===== config.mk =====
export PLATFORM = sky130hd
export DESIGN_NAME = msa_signed_adder
export DESIGN_NICKNAME = d
export VERILOG_FILES = /design/src/rtl/msa_pkg.sv /design/src/rtl/msa_operand_prep.sv /design/src/rtl/msa_csa_row.sv /design/src/rtl/msa_cpa.sv /design/src/rtl/msa_signed_adder.sv
export SDC_FILE = /design/constraint.sdc
export NUM_CORES = 1
export LEC_CHECK = 0
export ABC_AREA = 1
export BUFFER_PORTS_ARGS = -buffer_cell sky130_fd_sc_hd__buf_2
export CELL_PAD_IN_SITES_DETAIL_PLACEMENT = 1
export CELL_PAD_IN_SITES_GLOBAL_PLACEMENT = 2
export CORE_AREA = 5 5 42 44
export DETAILED_ROUTE_END_ITERATION = 8
export DIE_AREA = 0 0 47 49
export GPL_ROUTABILITY_DRIVEN = 0
export PLACE_DENSITY = 0.74
export SLEW_MARGIN = 10
export SYNTH_ARGS = -nofsm -noshare
export SYNTH_HDL_FRONTEND = slang
export SYNTH_SLANG_ARGS = --single-unit
export TNS_END_PERCENT = 50

===== constraint.sdc =====
create_clock -name vclk -period 6.6
set_input_delay 0.99 -clock vclk [all_inputs]
set_output_delay 0.99 -clock vclk [all_outputs]
set_load 0.02 [all_outputs]

===== src/rtl/msa_pkg.sv =====
package msa_pkg;

  // Result width that holds any sum of n signed k-bit values exactly.
  function automatic int unsigned sum_width(input int unsigned n, input int unsigned k);
    return k + $clog2(n);
  endfunction

  // Bitwise sum output of a full adder.
  function automatic logic fa_sum(input logic a, input logic b, input logic c);
    return a ^ b ^ c;
  endfunction

  // Bitwise carry (majority) output of a full adder.
  function automatic logic fa_carry(input logic a, input logic b, input logic c);
    return (a & b) | (a & c) | (b & c);
  endfunction

endpackage


===== src/rtl/msa_operand_prep.sv =====
// Turns one signed operand into an unsigned row of the result width:
// the sign bit is inverted, keeps positive weight, upper columns are zero.
module msa_operand_prep #(
  parameter int unsigned OP_W  = 4,
  parameter int unsigned SUM_W = 6
) (
  input  logic [OP_W-1:0]  op_i,
  output logic [SUM_W-1:0] row_o
);
  localparam int unsigned PAD_W = SUM_W - OP_W;

  assign row_o = {{PAD_W{1'b0}}, ~op_i[OP_W-1], op_i[OP_W-2:0]};
endmodule


===== src/rtl/msa_csa_row.sv =====
// One 3:2 carry-save stage across the full result width.
// The carry out of the top column is outside the result and is dropped.
module msa_csa_row #(
  parameter int unsigned W = 6
) (
  input  logic [W-1:0] a_i,
  input  logic [W-1:0] b_i,
  input  logic [W-1:0] c_i,
  output logic [W-1:0] sum_o,
  output logic [W-1:0] carry_o
);
  logic [W-2:0] maj;

  for (genvar b = 0; b < W; b++) begin : g_sum
    assign sum_o[b] = msa_pkg::fa_sum(a_i[b], b_i[b], c_i[b]);
  end

  for (genvar b = 0; b < W - 1; b++) begin : g_maj
    assign maj[b] = msa_pkg::fa_carry(a_i[b], b_i[b], c_i[b]);
  end

  assign carry_o = {maj, 1'b0};
endmodule


===== src/rtl/msa_cpa.sv =====
// Ripple carry-propagate adder modulo 2^W (top carry never formed).
module msa_cpa #(
  parameter int unsigned W = 6
) (
  input  logic [W-1:0] a_i,
  input  logic [W-1:0] b_i,
  output logic [W-1:0] sum_o
);
  logic [W-1:0] cin;

  assign cin[0] = 1'b0;

  for (genvar b = 0; b < W; b++) begin : g_bit
    assign sum_o[b] = msa_pkg::fa_sum(a_i[b], b_i[b], cin[b]);
    if (b < W - 1) begin : g_prop
      assign cin[b+1] = msa_pkg::fa_carry(a_i[b], b_i[b], cin[b]);
    end
  end
endmodule


===== src/rtl/msa_signed_adder.sv =====
// Signed multi-operand adder: inverted sign bits, one constant correction
// row, a linear carry-save chain and a final carry-propagate adder.
module msa_signed_adder #(
  parameter int unsigned N_OPS = 3,
  parameter int unsigned OP_W  = 4,
  localparam int unsigned SUM_W = msa_pkg::sum_width(N_OPS, OP_W)
) (
  input  logic [N_OPS*OP_W-1:0] ops_i,
  output logic [SUM_W-1:0]      sum_o
);
  localparam int unsigned N_ROWS   = N_OPS + 1;
  localparam int unsigned N_STAGES = N_ROWS - 2;

  // Net weight of all sign-bit corrections, as a positive magnitude.
  localparam logic [SUM_W-1:0] SIGN_BIAS = SUM_W'(N_OPS) << (OP_W - 1);
  // Constant row: two's complement of the merged bias.
  localparam logic [SUM_W-1:0] CORR_ROW  = SUM_W'(~SIGN_BIAS + SUM_W'(1));

  logic [SUM_W-1:0] rows [N_ROWS];

  for (genvar i = 0; i < N_OPS; i++) begin : g_prep
    msa_operand_prep #(.OP_W(OP_W), .SUM_W(SUM_W)) prep_i (
      .op_i (ops_i[i*OP_W +: OP_W]),
      .row_o(rows[i])
    );
  end

  assign rows[N_OPS] = CORR_ROW;

  // Redundant accumulator along the carry-save chain.
  logic [SUM_W-1:0] acc_s [N_STAGES+1];
  logic [SUM_W-1:0] acc_c [N_STAGES+1];

  assign acc_s[0] = rows[0];
  assign acc_c[0] = rows[1];

  for (genvar g = 0; g < N_STAGES; g++) begin : g_csa
    msa_csa_row #(.W(SUM_W)) csa_i (
      .a_i    (acc_s[g]),
      .b_i    (acc_c[g]),
      .c_i    (rows[g+2]),
      .sum_o  (acc_s[g+1]),
      .carry_o(acc_c[g+1])
    );
  end

  // Final two-row form, brought out by name for the checker.
  logic [SUM_W-1:0] redund_sum;
  logic [SUM_W-1:0] redund_carry;

  assign redund_sum   = acc_s[N_STAGES];
  assign redund_carry = acc_c[N_STAGES];

  msa_cpa #(.W(SUM_W)) cpa_i (
    .a_i  (redund_sum),
    .b_i  (redund_carry),
    .sum_o(sum_o)
  );
endmodule


==> impl_summary.md, run 1 <==
Outcome
The run finished with clean final reports.

Drt
Across all layers, the routed design uses 212 vias. After the first detailed-routing iteration, the DRC count stood at 0. Using the TritonRoute via totals, the vias-per-cell ratio works out to 3.53. The wire length after detailed routing is 453 um.

For this run, design rule violations remaining after detail routing come to 0. In this run the remaining antenna-violating nets after routing total 0. The routed wirelength normalized by instance count is 7.55 um. The length of the first detailed-routing pass in iterations is 1.

Global routing
The initial antenna violation count came to 0. In the global route stage, overall resource usage came out at 0.0438. For met2 alone, demand over resource in global routing was 0.0792. The remaining global-route overflow is 0. The via count of the first global-routing pass is 219.

The met3 demand-to-capacity share in global routing is 0.0111. The global-route met1 utilization is 0.0535. The first global-routing pass estimated 807 um of wire. The layer flagged by global routing as most heavily used is met2.

The maximum number of pins on one net before global-route repair is 2.

Pwr
The switching share of power is 0.622. The largest voltage drop on the vdd net is 0.0456 mV. The power share of the sequential group is 0.

The portion of total power attributed to the clock network is 0. Summed over all cells, the static leakage comes to 0.224 nW. For this design the total switching power over the nets is 0.0000295 W. The power density relative to cell area is 140 mW/mm2. Summing internal, switching and leakage power gives 0.0000475 W.

Internal power comes to 0.0000179 W. The share of total power dissipated in combinational logic is 1.000.

STA
The count of endpoints failing setup in the final report is 0. For the pin with the worst max-slew slack, the measured transition is 113 ps. The maximum clock rate is 0.244 GHz. Measured against its own limit, the worst slew margin works out to 0.925. For the final routed database, the setup TNS stands at 0 ps. The minimum clock period is 4090 ps. Setup repair after global routing left no endpoint under its margin.

The final number of max-transition violations is 0. The count of final hold-check violations is 0. In the post-route analysis, the smallest setup slack over all paths is 2510 ps. Of the available clock period, the critical path in the final layout requires 0.620.

Critical path
Along the worst path, the maximum fanout reaches 1. The kind of cell adding the most delay to the critical path is adder cells. The kind of launch point of the worst setup path is an input pin. Walking the worst path, the cells encountered are buf_2 > inv_1 > fa_1 > inv_1 > ha_1 > ha_1 > inv_1 > fa_1 > inv_1 > fa_1 > buf_2. For the worst setup path, the data arrival time is 3100 ps. The critical path data required time is 5610 ps. The kind of end point of the critical path is an output pin. Counting both buffers and inverters, the worst setup path holds a total of 6.

The worst setup path is of the in2out kind. The critical path's slowest cell is sky130_fd_sc_hd__fa_1. The largest stage delay on the critical path is 530 ps. The most numerous cell type found on the critical path is sky130_fd_sc_hd__inv_1.

Clock network
The hold buffer count at cts is 0. The count of cells resized by post-cts repair is 0. The post-CTS setup buffer count is 0.

Finish
The final instance area is 340 um2. The footprint of the flip-flops and latches is 0 um2. The count of antenna diodes in the layout is 0.

The fill cell total of the finished layout is 182. The final sequential cell count is 0. The final design utilization is 0.243. After layout, the clock buffer instance count stands at 0. The number of nets at the end of the flow is 68. The multi-input combinational cells in the finished layout cover a total of 170 um2. The area growth from synthesis to layout is 47.8%. The fraction of layout instances using a drive strength above 1 is 0.409.

Job
Across the run, the number of max-cap violations was 0.

Floorplanning
In this run the standard cell core region covers 0.00140 mm2. During I/O placement, the number of pins put on the boundary was 18. The initial cell density of the core is 0.164. The die is 47 um wide. The area of the die is 0.00230 mm2.

From bottom edge to top edge, the die measures 49 um. The number of placement rows is 14.

Hold path
The worst hold endpoint is sum_o[0]. The path class of the tightest hold or removal check is in2out. The depth of the worst hold-timing path is 5. The startpoint of the lowest-slack hold path is ops_i[8].

Synth
The netlist area before placement is 230 um2. In this run the mean area of a mapped cell was 8.85 um2. The number of nets in the synthesized netlist is 48. Synthesis instantiated 3 different standard cells from the library.

The count of yosys warnings during synthesis is 0. After technology mapping, the gate count stands at 26. The share of the Yosys chip area taken by registers is 0.

Place
At the placement stage, the worst setup path has a slack of 2480 ps. The number of buffers added on ports is 18. The half-perimeter wire length of the detailed placement result is 474 um. The placed standard-cell area is 340 um2.
-- cell families (layout without fill, tap and decap cells) --
logic type                 count (synthesis)  in the layout  share of synthesized area
adders and majority gates                 10             10                      0.739
buffers and inverters                     16             34                      0.261
-- cell usage after synthesis --
| library cell | instances | share of area |
|---|---|---|
| sky130_fd_sc_hd__fa_1 | 6 | 0.52 |
| sky130_fd_sc_hd__ha_1 | 4 | 0.22 |
| sky130_fd_sc_hd__inv_1 | 16 | 0.26 |
-- worst max-delay path by stage --
| stage | startpoint | endpoint | slack [ps] | cells past startpoint |
|---|---|---|---|---|
| final | ops_i[2] | sum_o[4] | 2510 | 11 |
| after global placement | ops_i[2] | sum_o[4] | 2490 | 11 |
| after global routing | ops_i[2] | sum_o[4] | 2360 | 11 |
| after detailed placement | ops_i[2] | sum_o[4] | 2480 | 11 |
| after CTS | ops_i[2] | sum_o[4] | 2480 | 11 |
| after floorplan | ops_i[2] | sum_o[4] | 2690 | 9 |
-- power groups by stage --
stage	logic (W)	clock network, W	registers (W)
finish	0.0000475	0	0
global placement	0.0000489	0	0
global route	0.0000555	0	0
detailed placement	0.0000493	0	0
CTS	0.0000497	0	0
floorplan	0.0000341	0	0
-- final cells by class --
type,instances,share of cell area
Multi-Input combinational cell,10,0.500
Timing Repair Buffer,18,0.265
Inverter,16,0.176
Tap cell,16,0.0588
-- tightest hold or removal path, cell delays in order --
cell and delay, ps:
sky130_fd_sc_hd__buf_2 100, sky130_fd_sc_hd__inv_1 60, sky130_fd_sc_hd__fa_1 150, sky130_fd_sc_hd__inv_1 30
sky130_fd_sc_hd__buf_2 150
-- stage by stage --
step	std cells	hold WS, ps
2_1_floorplan	26	2260
3_3_place_gp	60	2450
3_5_place_dp	60	2470
4_1_cts	60	2470
5_1_grt	60	2480
6_report	60	2460
-- layout by cell type, fill, tap and decap left out --
master,instances
sky130_fd_sc_hd__fa_1,6
sky130_fd_sc_hd__buf_2,18
sky130_fd_sc_hd__ha_1,4
sky130_fd_sc_hd__inv_1,16
-- metal layers --
layer | share of wire | vias up
met5 | 0 | -
met3 | 0.14 | 0
li1 | - | 102
met4 | 0 | 0
met1 | 0.29 | 100
met2 | 0.57 | 10
Note: power is estimated with default switching activity, not from simulation.
==> run 2, diff against run 1 <==
- clock period: 6.6 -> 4.2 ns (I/O delays scaled with it)
==> run 2 against run 1 <==
First-iteration DRC count unchanged; largest power group unchanged; critical endpoint unchanged; via count grew 0.94%; worst hold slack lost 720 ps; combinational power increased by 63%; setup slack worse by 1700 ps; wire length is 8.6% higher; critical path depth unchanged; design area unchanged; cell count stayed put; global-route usage grew 0.14 points; flip-flop and latch count stayed put.
==> impl_summary.md, run 2 (synthesis gave the netlist of run 1 again) <==
Drt
The routed wirelength normalized by instance count is 8.20 um. The final layout contains routed wiring with a total length of 492 um. After the first detailed-routing iteration, the DRC count stood at 0. For this run, the detailed router's first-pass iteration total came to 1.

The total number of vias is 214. The final antenna-violating net count is 0. In the routed layout, each cell is associated on average with a via count of 3.57. In the routed design, unresolved DRC markers number 0.

Global routing
The via count of the first global-routing pass came to 207. The initial antenna violation count is 0. Across every metal layer, demand over resource in global routing totals 0.0452. The remaining global-route overflow is 0.

The maximum number of pins on one net before global-route repair is 2. The first-pass GRT wire length is 814 um.

Finish
The number of nets at the end of the flow is 68. The layout has 0 clock buffers. The library cells used most frequently in the layout, excluding fill and tap cells, are 18 x sky130_fd_sc_hd__buf_2, 16 x sky130_fd_sc_hd__inv_1, 6 x sky130_fd_sc_hd__fa_1. In the finished design the tool counted flip-flops and latches totalling 0. The area growth from synthesis to layout is 47.8%. The count of antenna diodes in the layout is 0.

The fraction of layout instances using a drive strength above 1 is 0.409. The fill cell total of the finished layout is 184. Across the whole layout, storage elements account for 0 um2. The library cell used most frequently in the layout, excluding fill and tap cells, is sky130_fd_sc_hd__buf_2.

Place
The HPWL after detailed placement is 511 um. The post-placement setup slack is 754 ps. The number of buffers added on ports is 18.

Floorplanning
The width of the die is 47 um. The top-level I/O count is 18. The initialized floorplan defines 14 standard-cell rows. The core area is 0.00140 mm2. The die extent in y is 49 um. For this configuration, the core starts out at a cell density of 0.164. The die covers 0.00230 mm2.

Job
Max-cap violations in this run came to 0.

STA
Setup repair after global routing left no endpoint under its margin. For the finished layout, the period the worst path requires is 3410 ps. The maximum clock rate is 0.293 GHz. The post-route worst setup slack is 786 ps.

The setup TNS is 0 ps. Hold is met by 1740 ps. The worst slew slack as a fraction of its limit is 0.924. Setup violations remaining at the end of the flow were counted as 0. For the pin with the worst max-slew slack, the measured transition is 115 ps. The final number of max-transition violations was 0. The count of final hold-check violations came to 0.

Dividing the final minimum period by the clock period gives 0.813.

Clock network
The count of cells resized by post-cts repair is 0. The number of setup buffers added after CTS is 0. The hold buffer count at cts is 0.

Pwr
In this run the static leakage power is 0.224 nW. The portion of total power attributed to the clock network is 0. The cell-internal power is 0.0000291 W. The power share of the sequential group is 0.

The analysis attributes to net switching a power of 0.0000481 W. Of the total power, combinational logic draws 1.000. The power density relative to cell area is 227 mW/mm2.

The power consumption is 0.0000772 W. The switching share of power is 0.623. The largest voltage drop on the vdd net is 0.0748 mV.

Critical path
The kind of launch point of the worst setup path is an input pin. STA puts the critical path data arrival time at 2780 ps. The type of the worst setup path is in2out. For the worst setup path, the data required time is 3570 ps. The worst setup path is captured at an output pin.

The highest net fanout along the worst path is 1.

Outcome
The run finished with clean final reports.

Hold path
In this run the worst hold path is classified as in2out.
==> run 2: cell counts in the layout (fill, tap and decap cells not counted) <==
No cell type changed its count.
==> run 2: layout make-up <==
class,count,area [um2],share of cell area
multi-input cells,10,170,0.500
inverters,16,60.1,0.176
well taps,16,20.0,0.0588
repair buffers,18,90.1,0.265
==> run 2: worst max-delay path, cell delays in order <==
cell	delay [ps]
sky130_fd_sc_hd__buf_2	70
sky130_fd_sc_hd__inv_1	40
sky130_fd_sc_hd__fa_1	520
sky130_fd_sc_hd__inv_1	50
sky130_fd_sc_hd__ha_1	270
sky130_fd_sc_hd__ha_1	140
sky130_fd_sc_hd__inv_1	50
sky130_fd_sc_hd__fa_1	360
sky130_fd_sc_hd__inv_1	80
sky130_fd_sc_hd__fa_1	400
sky130_fd_sc_hd__buf_2	170
==> run 2: worst paths after layout <==
path | from | depth (start not counted) | endpoint | slack (ps)
setup / recovery | ops_i[2] | 11 | sum_o[4] | 790
hold / removal | ops_i[8] | 5 | sum_o[0] | 1740
==> run 2: per-layer routing <==
metal | share of wire | vias to the layer above | global-route usage
met4 | 0 | 0 | 0
met1 | 0.33 | 102 | 0.0622
li1 | - | 102 | -
met3 | 0.098 | 0 | 0
met2 | 0.58 | 10 | 0.0814
met5 | 0 | - | 0
==> run 2: power groups by stage <==
stage	clock network (W)	logic [W]	registers [W]
after floorplan	0	0.0000536	0
after global placement	0	0.0000769	0
final	0	0.0000772	0
after CTS	0	0.0000809	0
after global routing	0	0.0000887	0
after detailed placement	0	0.0000805	0
==> run 2: through the flow <==
step | cell area, um2 | cells | util
after global placement | 340 | 60 | 0.243
final | 340 | 60 | 0.243
after floorplan | 230 | 26 | -
after global routing | 340 | 60 | 0.243
after CTS | 340 | 60 | 0.243
after detailed placement | 340 | 60 | 0.243
==> run 3, diff against run 2 <==
- PLACE_DENSITY: 0.74 -> 0.77
- clock period: 4.2 -> 3.1 ns (I/O delays scaled with it)
==> run 3 against run 2 <==
Design area up 7.0%; global-route usage grew 0.35 points; sequential share of layout area unchanged; critical path depth stayed put; total power rose by 51%; largest power group unchanged.
==> impl_summary.md, run 3 (synthesis gave the netlist of run 1 again) <==
STA
The count of final hold-check violations is 0. Setup repair after global routing could not meet its margin everywhere. The worst slew slack as a fraction of its limit is 0.924. The minimum clock period is 3040 ps. The setup TNS is 0 ps. The worst hold slack after final layout is 1410 ps. At the pin with the least slew margin, the transition time is 115 ps. The maximum clock rate is 0.329 GHz. In the finished design, the share of the clock period the worst path needs comes to 0.981.

Setup violations remaining at the end of the flow were counted as 0. The final number of max-transition violations is 0.

Finish
The layout has 0 clock buffers. In the layout the commonest cells are 16 x sky130_fd_sc_hd__buf_2, 13 x sky130_fd_sc_hd__inv_1, 5 x sky130_fd_sc_hd__fa_1. For this run, the share of the core covered by cells in the final layout is 0.260. The final instance area is 364 um2. The library cell used most frequently in the layout, excluding fill and tap cells, is sky130_fd_sc_hd__buf_2. The fraction of layout instances using a drive strength above 1 is 0.523. The count of antenna diodes in the layout is 0. The number of nets at the end of the flow is 68. The final layout contains a sequential cell count of 0. From synthesis to final layout, the design area changed by 58.2%. Across the whole layout, storage elements account for 0 um2.

Floorplanning
Pin placement for this block handled 18 I/O pins. The die is 47 um wide. The floorplan has 14 rows. The region available for standard cell placement spans 0.00140 mm2.

The initial cell density of the core is 0.164. The area of the die is 0.00230 mm2. In this run the vertical extent of the chip is 49 um.

Outcome
The flow ran to the end, and the final reports show no timing, DRC or antenna violations.

Critical path
The arrival time at the worst endpoint is 2580 ps. The buffering stage count on the worst path with inverters included is 6. The critical path goes through buf_8 > inv_4 > fa_1 > inv_1 > ha_1 > ha_2 > inv_2 > fa_2 > inv_2 > fa_1 > buf_6. The worst setup path is captured at an output pin.

The highest net fanout along the worst path is 1. The type of the worst setup path is in2out. The kind of launch point of the worst setup path is an input pin. The critical path data required time is 2630 ps. The largest stage delay on the critical path is 520 ps.

The kind of cell adding the most delay to the critical path is adder cells. The critical path runs through a total of 11 cells. The slowest stage of the critical path is the sky130_fd_sc_hd__fa_1 cell.

Global routing
The via count of the first global-routing pass is 254. Across every metal layer, demand over resource in global routing totals 0.0487. The initial antenna violation count is 0. The first global-routing pass estimated 883 um of wire.

Entering global routing, the biggest net connects 2 pins. The remaining global-route overflow is 0.

Drt
Summed over all layers, the routed wires come to 513 um. The post-route DRC violation count is 0. The highest signal layer in the routed design is met3. The total number of vias is 214. After detailed routing, the wire length on met1 is 139 um. In the detailed route, the total length drawn on met3 is 56 um. Wire segments on met2 add up to 318 um in the final route. In this run, the number of DRC markers left after iteration 0 of detailed routing was 0. The detail route stage leaves a number of antenna-violating nets equal to 0. The length of the first detailed-routing pass in iterations is 1. The detail-routed via count per cell is 3.57. The routed wirelength normalized by instance count is 8.55 um.

Job
The tool flagged a number of max-cap violations equal to 0.

Pwr
The worst-case IR drop observed on VDD is 0.128 mV. In this run the static leakage power is 0.225 nW. The power density relative to cell area is 320 mW/mm2.

Place
Port buffering added 18 buffers. The half-perimeter wire length of the detailed placement result is 532 um. The placed instances occupy a cell area of 340 um2.

Clock network
The post-CTS setup buffer count is 0.

Hold path
In this run the worst hold path is classified as in2out. The worst hold path was traced through 5 stages.
run 3: changes by cell type in the layout (fill, tap and decap cells not counted):
| cell | delta |
|---|---|
| sky130_fd_sc_hd__ha_1 | -1 |
| sky130_fd_sc_hd__ha_2 | +1 |
| sky130_fd_sc_hd__buf_2 | -2 |
| sky130_fd_sc_hd__inv_4 | +1 |
| sky130_fd_sc_hd__inv_1 | -3 |
| sky130_fd_sc_hd__inv_2 | +2 |
| sky130_fd_sc_hd__fa_1 | -1 |
| sky130_fd_sc_hd__buf_6 | +1 |
| sky130_fd_sc_hd__fa_2 | +1 |
| sky130_fd_sc_hd__buf_8 | +1 |
run 3: final cells by class:
type,count,area [um2]
tap,16,20.0
timing repair buffer,18,106
multi-input combinational,10,175
inverter,16,62.6
fill,188,1040
run 3: layer usage:
metal,track usage,up-vias
li1,-,102
met1,0.0398,104
met2,0.109,8
met3,0.0111,0
met4,0,0
met5,0,-
run 3: final timing paths:
kind	from	to	slack (ps)
setup / recovery	ops_i[10]	sum_o[4]	60
hold / removal	ops_i[8]	sum_o[0]	1410
run 3: worst min-delay path, stage by stage:
cell	delay [ps]
sky130_fd_sc_hd__buf_2	100
sky130_fd_sc_hd__inv_1	50
sky130_fd_sc_hd__fa_1	150
sky130_fd_sc_hd__inv_1	30
sky130_fd_sc_hd__buf_2	140
run 3: through the flow:
step | instances | power, W | setup WS, ps
after floorplan | 26 | 0.0000727 | 242
after global placement | 60 | 0.000104 | 36.7
after detailed placement | 60 | 0.000107 | 7.45
after CTS | 60 | 0.000108 | 0.738
after global routing | 60 | 0.000133 | -10.3
final | 60 | 0.000117 | 57.7
run 3: report_power, final:
| part | total (W) | leakage (nW) | internal [W] | switching (W) |
|---|---|---|---|---|
| Sequential | 0 | 0 | 0 | 0 |
| Combinational | 0.000117 | 0.225 | 0.0000488 | 0.0000678 |
| Clock | 0 | 0 | 0 | 0 |
| Total | 0.000117 | 0.225 | 0.0000488 | 0.0000678 |
run 3: timing repair:
item	in CTS	in global routing
gates resized for setup	0	10
hold buffers	0	0
endpoints found under the setup margin	0	1
